`src/rtl/iom_slot_pkg.sv`:
```
package iom_slot_pkg;
    localparam int SLOT_BITS    = 32;
    localparam int MAX_CH       = 16;
    localparam int GROUP_SIZE   = 4;
    localparam int OFF_W        = $clog2(SLOT_BITS);
    localparam int POS_W        = $clog2(MAX_CH * SLOT_BITS) + 1;
    localparam int CHAN_W       = $clog2(2 * GROUP_SIZE);

    localparam logic [OFF_W-1:0] B2_LO  = OFF_W'(8);
    localparam logic [OFF_W-1:0] MON_LO = OFF_W'(16);
    localparam logic [OFF_W-1:0] MON_HI = OFF_W'(23);
    localparam logic [OFF_W-1:0] D_LO   = OFF_W'(24);
    localparam logic [OFF_W-1:0] CI_LO  = OFF_W'(26);
    localparam logic [OFF_W-1:0] ACK_OFF = OFF_W'(30);
    localparam logic [OFF_W-1:0] FLG_OFF = OFF_W'(31);

    typedef enum logic [2:0] {
        FLD_B1, FLD_B2, FLD_MON, FLD_D, FLD_CI, FLD_ACK, FLD_FLG
    } field_e;

    typedef enum logic [1:0] {
        TX_IDLE, TX_PEND, TX_SEND
    } tx_state_e;

    typedef struct packed {
        logic       dbl;
        logic       bank;
        logic [1:0] sub;
    } strap_t;

    function automatic field_e field_of(input logic [OFF_W-1:0] off);
        if (off < B2_LO)        return FLD_B1;
        else if (off < MON_LO)  return FLD_B2;
        else if (off < D_LO)    return FLD_MON;
        else if (off < CI_LO)   return FLD_D;
        else if (off < ACK_OFF) return FLD_CI;
        else if (off == ACK_OFF) return FLD_ACK;
        else                    return FLD_FLG;
    endfunction
endpackage

```
`src/rtl/iom_bit_timer.sv`:
```
module iom_bit_timer
    import iom_slot_pkg::*;
#(
    parameter int PW = POS_W
) (
    input  logic          clk,
    input  logic          rst,
    input  logic          dbl,
    input  logic          dcl,
    input  logic          fsc,
    output logic [PW-1:0] pos,
    output logic          drive_stb,
    output logic          samp_stb
);
    localparam logic [PW-1:0] POS_SAT = '1;

    logic          dcl_q, fsc_q, phase, framed;
    logic          rise, fall;
    logic [PW-1:0] pos_inc;

    always_comb begin
        rise    = dcl & ~dcl_q;
        fall    = ~dcl & dcl_q;
        pos_inc = (pos == POS_SAT) ? pos : pos + PW'(1);
    end

    always_ff @(posedge clk) begin
        if (rst) begin
            dcl_q     <= 1'b0;
            fsc_q     <= 1'b0;
            phase     <= 1'b0;
            framed    <= 1'b0;
            pos       <= POS_SAT;
            drive_stb <= 1'b0;
            samp_stb  <= 1'b0;
        end else begin
            dcl_q     <= dcl;
            drive_stb <= 1'b0;
            samp_stb  <= 1'b0;
            if (rise) begin
                fsc_q <= fsc;
                if (fsc && !fsc_q) begin
                    pos       <= '0;
                    phase     <= 1'b0;
                    framed    <= 1'b1;
                    drive_stb <= 1'b1;
                end else if (framed) begin
                    if (dbl) begin
                        phase <= ~phase;
                        if (phase) begin
                            pos       <= pos_inc;
                            drive_stb <= 1'b1;
                        end
                    end else begin
                        pos       <= pos_inc;
                        drive_stb <= 1'b1;
                    end
                end
            end
            if (fall && framed)
                samp_stb <= ~dbl | phase;
        end
    end

    assert_strobe_excl_R2: assert property (@(posedge clk) disable iff (rst)
        !(drive_stb && samp_stb))
        else $error("drive and sample strobes coincide");

    assert_frame_origin_R1: assert property (@(posedge clk) disable iff (rst)
        (drive_stb && pos == '0) |-> $past(fsc))
        else $error("bit 0 driven without sync");
endmodule

```
`src/rtl/iom_mon_tx.sv`:
```
module iom_mon_tx
    import iom_slot_pkg::*;
(
    input  logic       clk,
    input  logic       rst,
    input  logic       load,
    input  logic [7:0] load_data,
    input  logic       frame_stb,
    input  logic       ack_stb,
    input  logic       slot_end,
    input  logic       bit_in,
    output logic [7:0] hold,
    output logic       flag_n,
    output logic       busy
);
    tx_state_e state;
    logic      seen_high, ack_q;

    always_ff @(posedge clk) begin
        if (rst) begin
            state     <= TX_IDLE;
            hold      <= 8'hFF;
            seen_high <= 1'b0;
            ack_q     <= 1'b1;
        end else begin
            case (state)
                TX_IDLE: if (load) begin
                    hold      <= load_data;
                    seen_high <= 1'b0;
                    state     <= TX_PEND;
                end
                TX_PEND: if (frame_stb) state <= TX_SEND;
                TX_SEND: begin
                    if (ack_stb) ack_q <= bit_in;
                    if (slot_end) begin
                        if (ack_q)          seen_high <= 1'b1;
                        else if (seen_high) state     <= TX_IDLE;
                    end
                end
                default: state <= TX_IDLE;
            endcase
        end
    end

    always_comb begin
        flag_n = (state != TX_SEND);
        busy   = (state != TX_IDLE);
    end

    assert_hold_stable_R7: assert property (@(posedge clk) disable iff (rst)
        (busy && $past(busy)) |-> $stable(hold))
        else $error("held byte changed during transfer");
endmodule

```
`src/rtl/iom_mon_rx.sv`:
```
module iom_mon_rx
    import iom_slot_pkg::*;
(
    input  logic       clk,
    input  logic       rst,
    input  logic       mon_stb,
    input  logic       slot_end,
    input  logic       bit_in,
    output logic [7:0] data,
    output logic       valid,
    output logic       ack_n,
    output logic       eom
);
    logic [7:0] sr;
    logic       acked;
    logic [1:0] idle_cnt;

    always_ff @(posedge clk) begin
        if (rst) begin
            sr       <= '0;
            data     <= '0;
            valid    <= 1'b0;
            acked    <= 1'b0;
            idle_cnt <= 2'd2;
        end else begin
            valid <= 1'b0;
            if (mon_stb) sr <= {sr[6:0], bit_in};
            if (slot_end) begin
                if (!bit_in) begin
                    idle_cnt <= 2'd0;
                    if (!acked) begin
                        data  <= sr;
                        valid <= 1'b1;
                        acked <= 1'b1;
                    end else if (sr != data) begin
                        acked <= 1'b0;
                    end
                end else begin
                    acked <= 1'b0;
                    if (idle_cnt != 2'd2) idle_cnt <= idle_cnt + 2'd1;
                end
            end
        end
    end

    always_comb begin
        ack_n = ~acked;
        eom   = (idle_cnt == 2'd2);
    end

    assert_valid_pulse_R8: assert property (@(posedge clk) disable iff (rst)
        valid |=> !valid)
        else $error("capture pulse longer than one clock");

    assert_eom_at_slot_R10: assert property (@(posedge clk) disable iff (rst)
        $rose(eom) |-> $past(slot_end))
        else $error("end of message outside slot end");
endmodule

```
`src/rtl/iom_ci_filter.sv`:
```
module iom_ci_filter
    import iom_slot_pkg::*;
(
    input  logic       clk,
    input  logic       rst,
    input  logic       ci_stb,
    input  logic       slot_end,
    input  logic       bit_in,
    output logic [3:0] code,
    output logic       change
);
    logic [3:0] sr, last;

    always_ff @(posedge clk) begin
        if (rst) begin
            sr     <= 4'hF;
            last   <= 4'hF;
            code   <= 4'hF;
            change <= 1'b0;
        end else begin
            change <= 1'b0;
            if (ci_stb) sr <= {sr[2:0], bit_in};
            if (slot_end) begin
                last <= sr;
                if (sr == last && sr != code) begin
                    code   <= sr;
                    change <= 1'b1;
                end
            end
        end
    end

    assert_ci_update_R11: assert property (@(posedge clk) disable iff (rst)
        change |-> (code != $past(code)))
        else $error("change pulse without new code");
endmodule

```
`src/rtl/iom_mon_port.sv`:
```
module iom_mon_port
    import iom_slot_pkg::*;
(
    input  logic       clk,
    input  logic       rst,
    input  logic       dcl,
    input  logic       fsc,
    input  logic       rate_strap,
    input  logic       bank_strap,
    input  logic [1:0] sub_strap,
    input  logic       din,
    output logic       dout,
    output logic       dout_en,
    input  logic       tx_load,
    input  logic [7:0] tx_data,
    output logic       tx_busy,
    output logic [7:0] rx_data,
    output logic       rx_valid,
    output logic       eom,
    output logic [3:0] ci_code,
    output logic       ci_change
);
    localparam int SEL_W = POS_W - OFF_W;

    strap_t             cfg;
    logic [POS_W-1:0]   pos;
    logic               drive_stb, samp_stb;
    logic [OFF_W-1:0]   off;
    logic               in_slot;
    field_e             fld;
    logic [CHAN_W-1:0]  chan;
    logic               mon_stb, ci_stb, ack_stb, slot_end, frame_stb;
    logic [7:0]         tx_hold;
    logic               tx_flag_n, rx_ack_n;

    // straps captured only while reset is held
    always_ff @(posedge clk) begin
        if (rst) cfg <= '{dbl: ~rate_strap, bank: bank_strap, sub: sub_strap};
    end

    iom_bit_timer #(.PW(POS_W)) u_timer (
        .clk(clk), .rst(rst), .dbl(cfg.dbl), .dcl(dcl), .fsc(fsc),
        .pos(pos), .drive_stb(drive_stb), .samp_stb(samp_stb)
    );

    // slot placement and field decode
    always_comb begin
        chan      = {cfg.bank, cfg.sub};
        off       = pos[OFF_W-1:0];
        in_slot   = (pos[POS_W-1:OFF_W] == SEL_W'(chan));
        fld       = field_of(off);
        mon_stb   = samp_stb && in_slot && fld == FLD_MON;
        ci_stb    = samp_stb && in_slot && fld == FLD_CI;
        ack_stb   = samp_stb && in_slot && fld == FLD_ACK;
        slot_end  = samp_stb && in_slot && fld == FLD_FLG;
        frame_stb = drive_stb && pos == '0;
    end

    iom_mon_tx u_tx (
        .clk(clk), .rst(rst), .load(tx_load), .load_data(tx_data),
        .frame_stb(frame_stb), .ack_stb(ack_stb), .slot_end(slot_end),
        .bit_in(din), .hold(tx_hold), .flag_n(tx_flag_n), .busy(tx_busy)
    );

    iom_mon_rx u_rx (
        .clk(clk), .rst(rst), .mon_stb(mon_stb), .slot_end(slot_end),
        .bit_in(din), .data(rx_data), .valid(rx_valid), .ack_n(rx_ack_n),
        .eom(eom)
    );

    iom_ci_filter u_ci (
        .clk(clk), .rst(rst), .ci_stb(ci_stb), .slot_end(slot_end),
        .bit_in(din), .code(ci_code), .change(ci_change)
    );

    // output drive, only own monitor, acknowledge and flag bits
    always_ff @(posedge clk) begin
        if (rst) begin
            dout    <= 1'b1;
            dout_en <= 1'b0;
        end else if (drive_stb) begin
            dout    <= 1'b1;
            dout_en <= 1'b0;
            if (in_slot) begin
                case (fld)
                    FLD_MON: begin
                        dout    <= tx_hold[3'(MON_HI - off)];
                        dout_en <= 1'b1;
                    end
                    FLD_ACK: begin
                        dout    <= rx_ack_n;
                        dout_en <= 1'b1;
                    end
                    FLD_FLG: begin
                        dout    <= tx_flag_n;
                        dout_en <= 1'b1;
                    end
                    default: ;
                endcase
            end
        end
    end

    assert_release_level_R4: assert property (@(posedge clk) disable iff (rst)
        !dout_en |-> dout)
        else $error("line not released high");

    assert_enable_on_strobe_R4: assert property (@(posedge clk) disable iff (rst)
        $rose(dout_en) |-> $past(drive_stb))
        else $error("enable rose away from a drive point");
endmodule

```
`config.mk`:
```
export PLATFORM = sky130hd
export DESIGN_NAME = iom_mon_port
export DESIGN_NICKNAME = d
export VERILOG_FILES = /design/src/rtl/iom_slot_pkg.sv /design/src/rtl/iom_bit_timer.sv /design/src/rtl/iom_mon_tx.sv /design/src/rtl/iom_mon_rx.sv /design/src/rtl/iom_ci_filter.sv /design/src/rtl/iom_mon_port.sv
export SDC_FILE = /design/constraint.sdc
export NUM_CORES = 1
export LEC_CHECK = 0
export BUFFER_PORTS_ARGS = -buffer_cell sky130_fd_sc_hd__buf_4
export CAP_MARGIN = 20
export CORE_AREA = 5 5 83 85
export DETAILED_ROUTE_END_ITERATION = 10
export DIE_AREA = 0 0 88 90
export PLACE_DENSITY = 0.78
export SKIP_CTS_REPAIR_TIMING = 1
export SYNTH_ARGS = -nofsm -noshare
export SYNTH_HDL_FRONTEND = slang
export SYNTH_HIERARCHICAL = 1
export SYNTH_SLANG_ARGS = --single-unit
```
`constraint.sdc`:
```
create_clock -name clk -period 3.2 [get_ports clk]
set_input_delay 0.32 -clock clk [delete_from_list [all_inputs] [get_ports clk]]
set_output_delay 0.32 -clock clk [all_outputs]
set_load 0.1 [all_outputs]
```
==> flow_metrics.tcl <==
set metrics [dict create \
    clkLatencyLatePin_ns 0.34 \
    avgViaCountPerCell 5.714 \
    grt_pass1_wl_um 11470 \
    die_h_um 90 \
    drive_above_1_share_pct 21.21 \
    powerDensity_mw_per_mm2 529.0 \
    cts_tree "yes" \
    rsz0062_at_grt "false" \
    r2r_slack_ns 0.57 \
    cts.sinks 67 \
    drv_cap 0 \
    period_needed_ns 2.629 \
    r2r_start "u_timer/pos[4]$_SDFFE_PP1P_" \
    yosysSeqAreaShare_pct 43.40 \
    start_util_pct 51.91 \
    status "finished clean" \
    fin_crit_sh_pct 82.15 \
    antenna_found_initial 0 \
    worst_r2r_endpoint "u_rx/acked$_SDFFE_PP0P_" \
    root_buffer "clkbuf_8" \
    cp_slowest_stage_delay_ns 0.50 \
    fp.coreArea_sq_mm 0.006132 \
    ys_top_cells_by_area "dfxtp_1, mux2i_1, a211o_1" \
    slowest_stage "or4_1" \
    cp_top_family "simple AND/OR/NAND/NOR gates" \
    power.leakage_nw 1.451 \
    hold_depth 1 \
    holdWs_ns 0.1611 \
    ir_drop_v 0.0002765 \
    synth_fp_nets 339 \
    ys_async_sr_fraction_pct 0 \
    tns_ns 0 \
    p_switching_uw 481.2 \
    path_buf_inv 2 \
    cp.required_ns 3.43 \
    post_synth.cell_area_avg_sq_um 9.978 \
    crit_fanout 14 \
    total_power_mw 1.990 \
    synth-edff-count 4 \
    hold_class "input port to flip-flop" \
    drc_errors 0 \
    synthCells 319 \
    ys_types 64 \
    rr_worst_depth 8 \
    slew_viol_final 0 \
    yosys_register_bits 67 \
    swShare_pct 24.18 \
    cts_buffers 9 \
    fin_nets 378 \
    cp_data_arrival_time_ns 2.86 \
    seq_power_share_pct 45.7 \
    synth_top_area_cell "dfxtp_1" \
    row_count 29 \
    dp_slack_ns 0.5652 \
    crit_type "flip-flop to flip-flop" \
    wl_per_cell_um 15.10 \
    p_comb_share_pct 11.5 \
    crit_path_end_kind "flip-flop" \
    drtAntennaViolNets 0 \
    final_util_pct 61.33 \
    diodes 0 \
    max_freq_mhz 380.4 \
    fin_ws_ns 0.5714 \
    path_cells "or3b_4 -> nor4_4 -> nand2_1 -> nor3_1 -> buf_4 -> inv_2 -> or4_1 -> o32ai_1" \
    dr.pass1.iters 4 \
    grt_overflow 0 \
    yosysMostFrequentCell "dfxtp_1" \
    worst_pin_slew_ns 0.6706 \
    die_area_sq_mm 0.007920 \
    drt_iter0_drc 133 \
    cts_max_path_buffers 2 \
    cts.clk_slew.worst_paths_ns 0.07 \
    netlist_area_sq_mm 0.003183 \
    min_to "cfg[0]$_DFFE_PP_" \
    cp-start-kind "flip-flop" \
    yosys_warnings 6 \
    setup_viol 0 \
    detailed_place_hpwl_um 4378 \
    num_vias 2514 \
    finalHoldViolCount 0 \
    synth_top_cells_by_count "dfxtp_1, nor2_1, mux2i_1" \
    intPower_mw 1.508 \
    pwr-share-clk_pct 42.8 \
    routed_wl_um 6646 \
    grt_use_total_pct 17.82 \
    synth_flop_cell "dfxtp_1" \
    grt_max_degree 67 \
    io_buffers 35 \
    max_slew_margin_pct 55.29 \
    gp_congestion 0.8312 \
    die_x_um 88 \
    num_io_pins 36 \
    netlist.area_leader.share_pct 39.62 \
    syn2layout_area_growth_pct 18.16 \
    skew_ns 0.008399 \
    hp-start "sub_strap[0]" \
    htreeDepth 3 \
    grt_pass1_vias 2464 \
]
==> cell type report <==
class	instances	area, sq um
fill	501	2371
inverter	10	37.54
multi-input combinational	229	1697
clock inverter	5	100.1
timing repair buffer	41	307.8
tap	77	96.34
sequential	67	1381
clock buffer	11	141.4
==> worst max-delay path by stage <==
| stage | cells after the start | slack (ns) | end | startpoint |
|---|---|---|---|---|
| 2_1_floorplan | 8 | 0.70 | u_ci/code[0]$_SDFFE_PP1P_ | u_timer/pos[4]$_SDFFE_PP1P_ |
| 3_3_place_gp | 8 | 0.75 | u_rx/acked$_SDFFE_PP0P_ | u_timer/pos[4]$_SDFFE_PP1P_ |
| 3_5_place_dp | 8 | 0.57 | u_rx/acked$_SDFFE_PP0P_ | u_timer/pos[4]$_SDFFE_PP1P_ |
| 4_1_cts | 8 | 0.55 | u_rx/acked$_SDFFE_PP0P_ | u_timer/pos[4]$_SDFFE_PP1P_ |
| 5_1_grt | 8 | 0.39 | u_rx/acked$_SDFFE_PP0P_ | u_timer/pos[4]$_SDFFE_PP1P_ |
| 6_report | 8 | 0.57 | u_rx/acked$_SDFFE_PP0P_ | u_timer/pos[4]$_SDFFE_PP1P_ |
==> cell usage in the layout (no fill, tap or decap), types with 2 or more instances in the layout <==
master      n
nor3b_1     2
nand2b_1    5
o21ai_0     3
and4_1      2
a211o_1    15
xnor2_1    11
o211ai_1    2
nor3_1      5
o41ai_1     5
buf_4      41
and3_1      3
clkinv_2    2
nand4_1     4
or4_1       2
a211o_2     2
inv_1       9
nor4_2      2
or3_1       2
or2b_1      2
xor2_1      8
o311ai_0    5
a21oi_1     9
nor2b_1    20
a31oi_1     2
mux2i_1    27
nand3b_1    3
clkbuf_8   10
o31ai_1     3
ha_1        2
nand2_1    10
nor4_1      2
dfxtp_1    63
nor2_1     33
nand3_1    10
edfxtp_1    4
bufinv_16   3
==> per-layer routing <==
metal | GRT usage, % | share of wire, %
met1 | 22.28 | 44
met2 | 29.21 | 51
met3 | 4.022 | 3.4
met4 | 7.161 | 1.9
met5 | 0 | 0
==> sequential cells by signal, summed over array words and instances, names as in the netlist, 4 cells and up <==
register / count
cfg: 4
u_ci/code: 4
u_ci/last: 4
u_ci/sr: 4
u_rx/data: 8
u_rx/sr: 8
u_timer/pos: 10
u_tx/hold: 8
==> cells by family after synthesis <==
logic type / after synthesis / share of synthesized area [%]
and+or+nand+nor: 123 / 24.21
DFF: 67 / 43.40
AOI/OAI and AO/OA: 57 / 14.23
muxes: 28 / 8.844
buffers and inverters: 23 / 3.302
xor gates and xnor gates: 19 / 5.228
adders and majority gates: 2 / 0.7860
==> per-stage QoR <==
step / instances / cell area, sq um
after detailed placement: 424 / 3520
final: 440 / 3761
after floorplan: 319 / 3183
after CTS: 440 / 3761
after global routing: 440 / 3761
after global placement: 424 / 3520
==> power by group through the flow <==
stage          registers [mW]  logic, mW  clock network, mW
2_1_floorplan           0.917      0.170                  0
3_3_place_gp            0.925      0.220                  0
3_5_place_dp            0.927      0.224                  0
4_1_cts                 0.908      0.226              0.868
5_1_grt                 0.914      0.249              0.919
6_report                0.909      0.229              0.851
(Power assumes the default switching activity.)
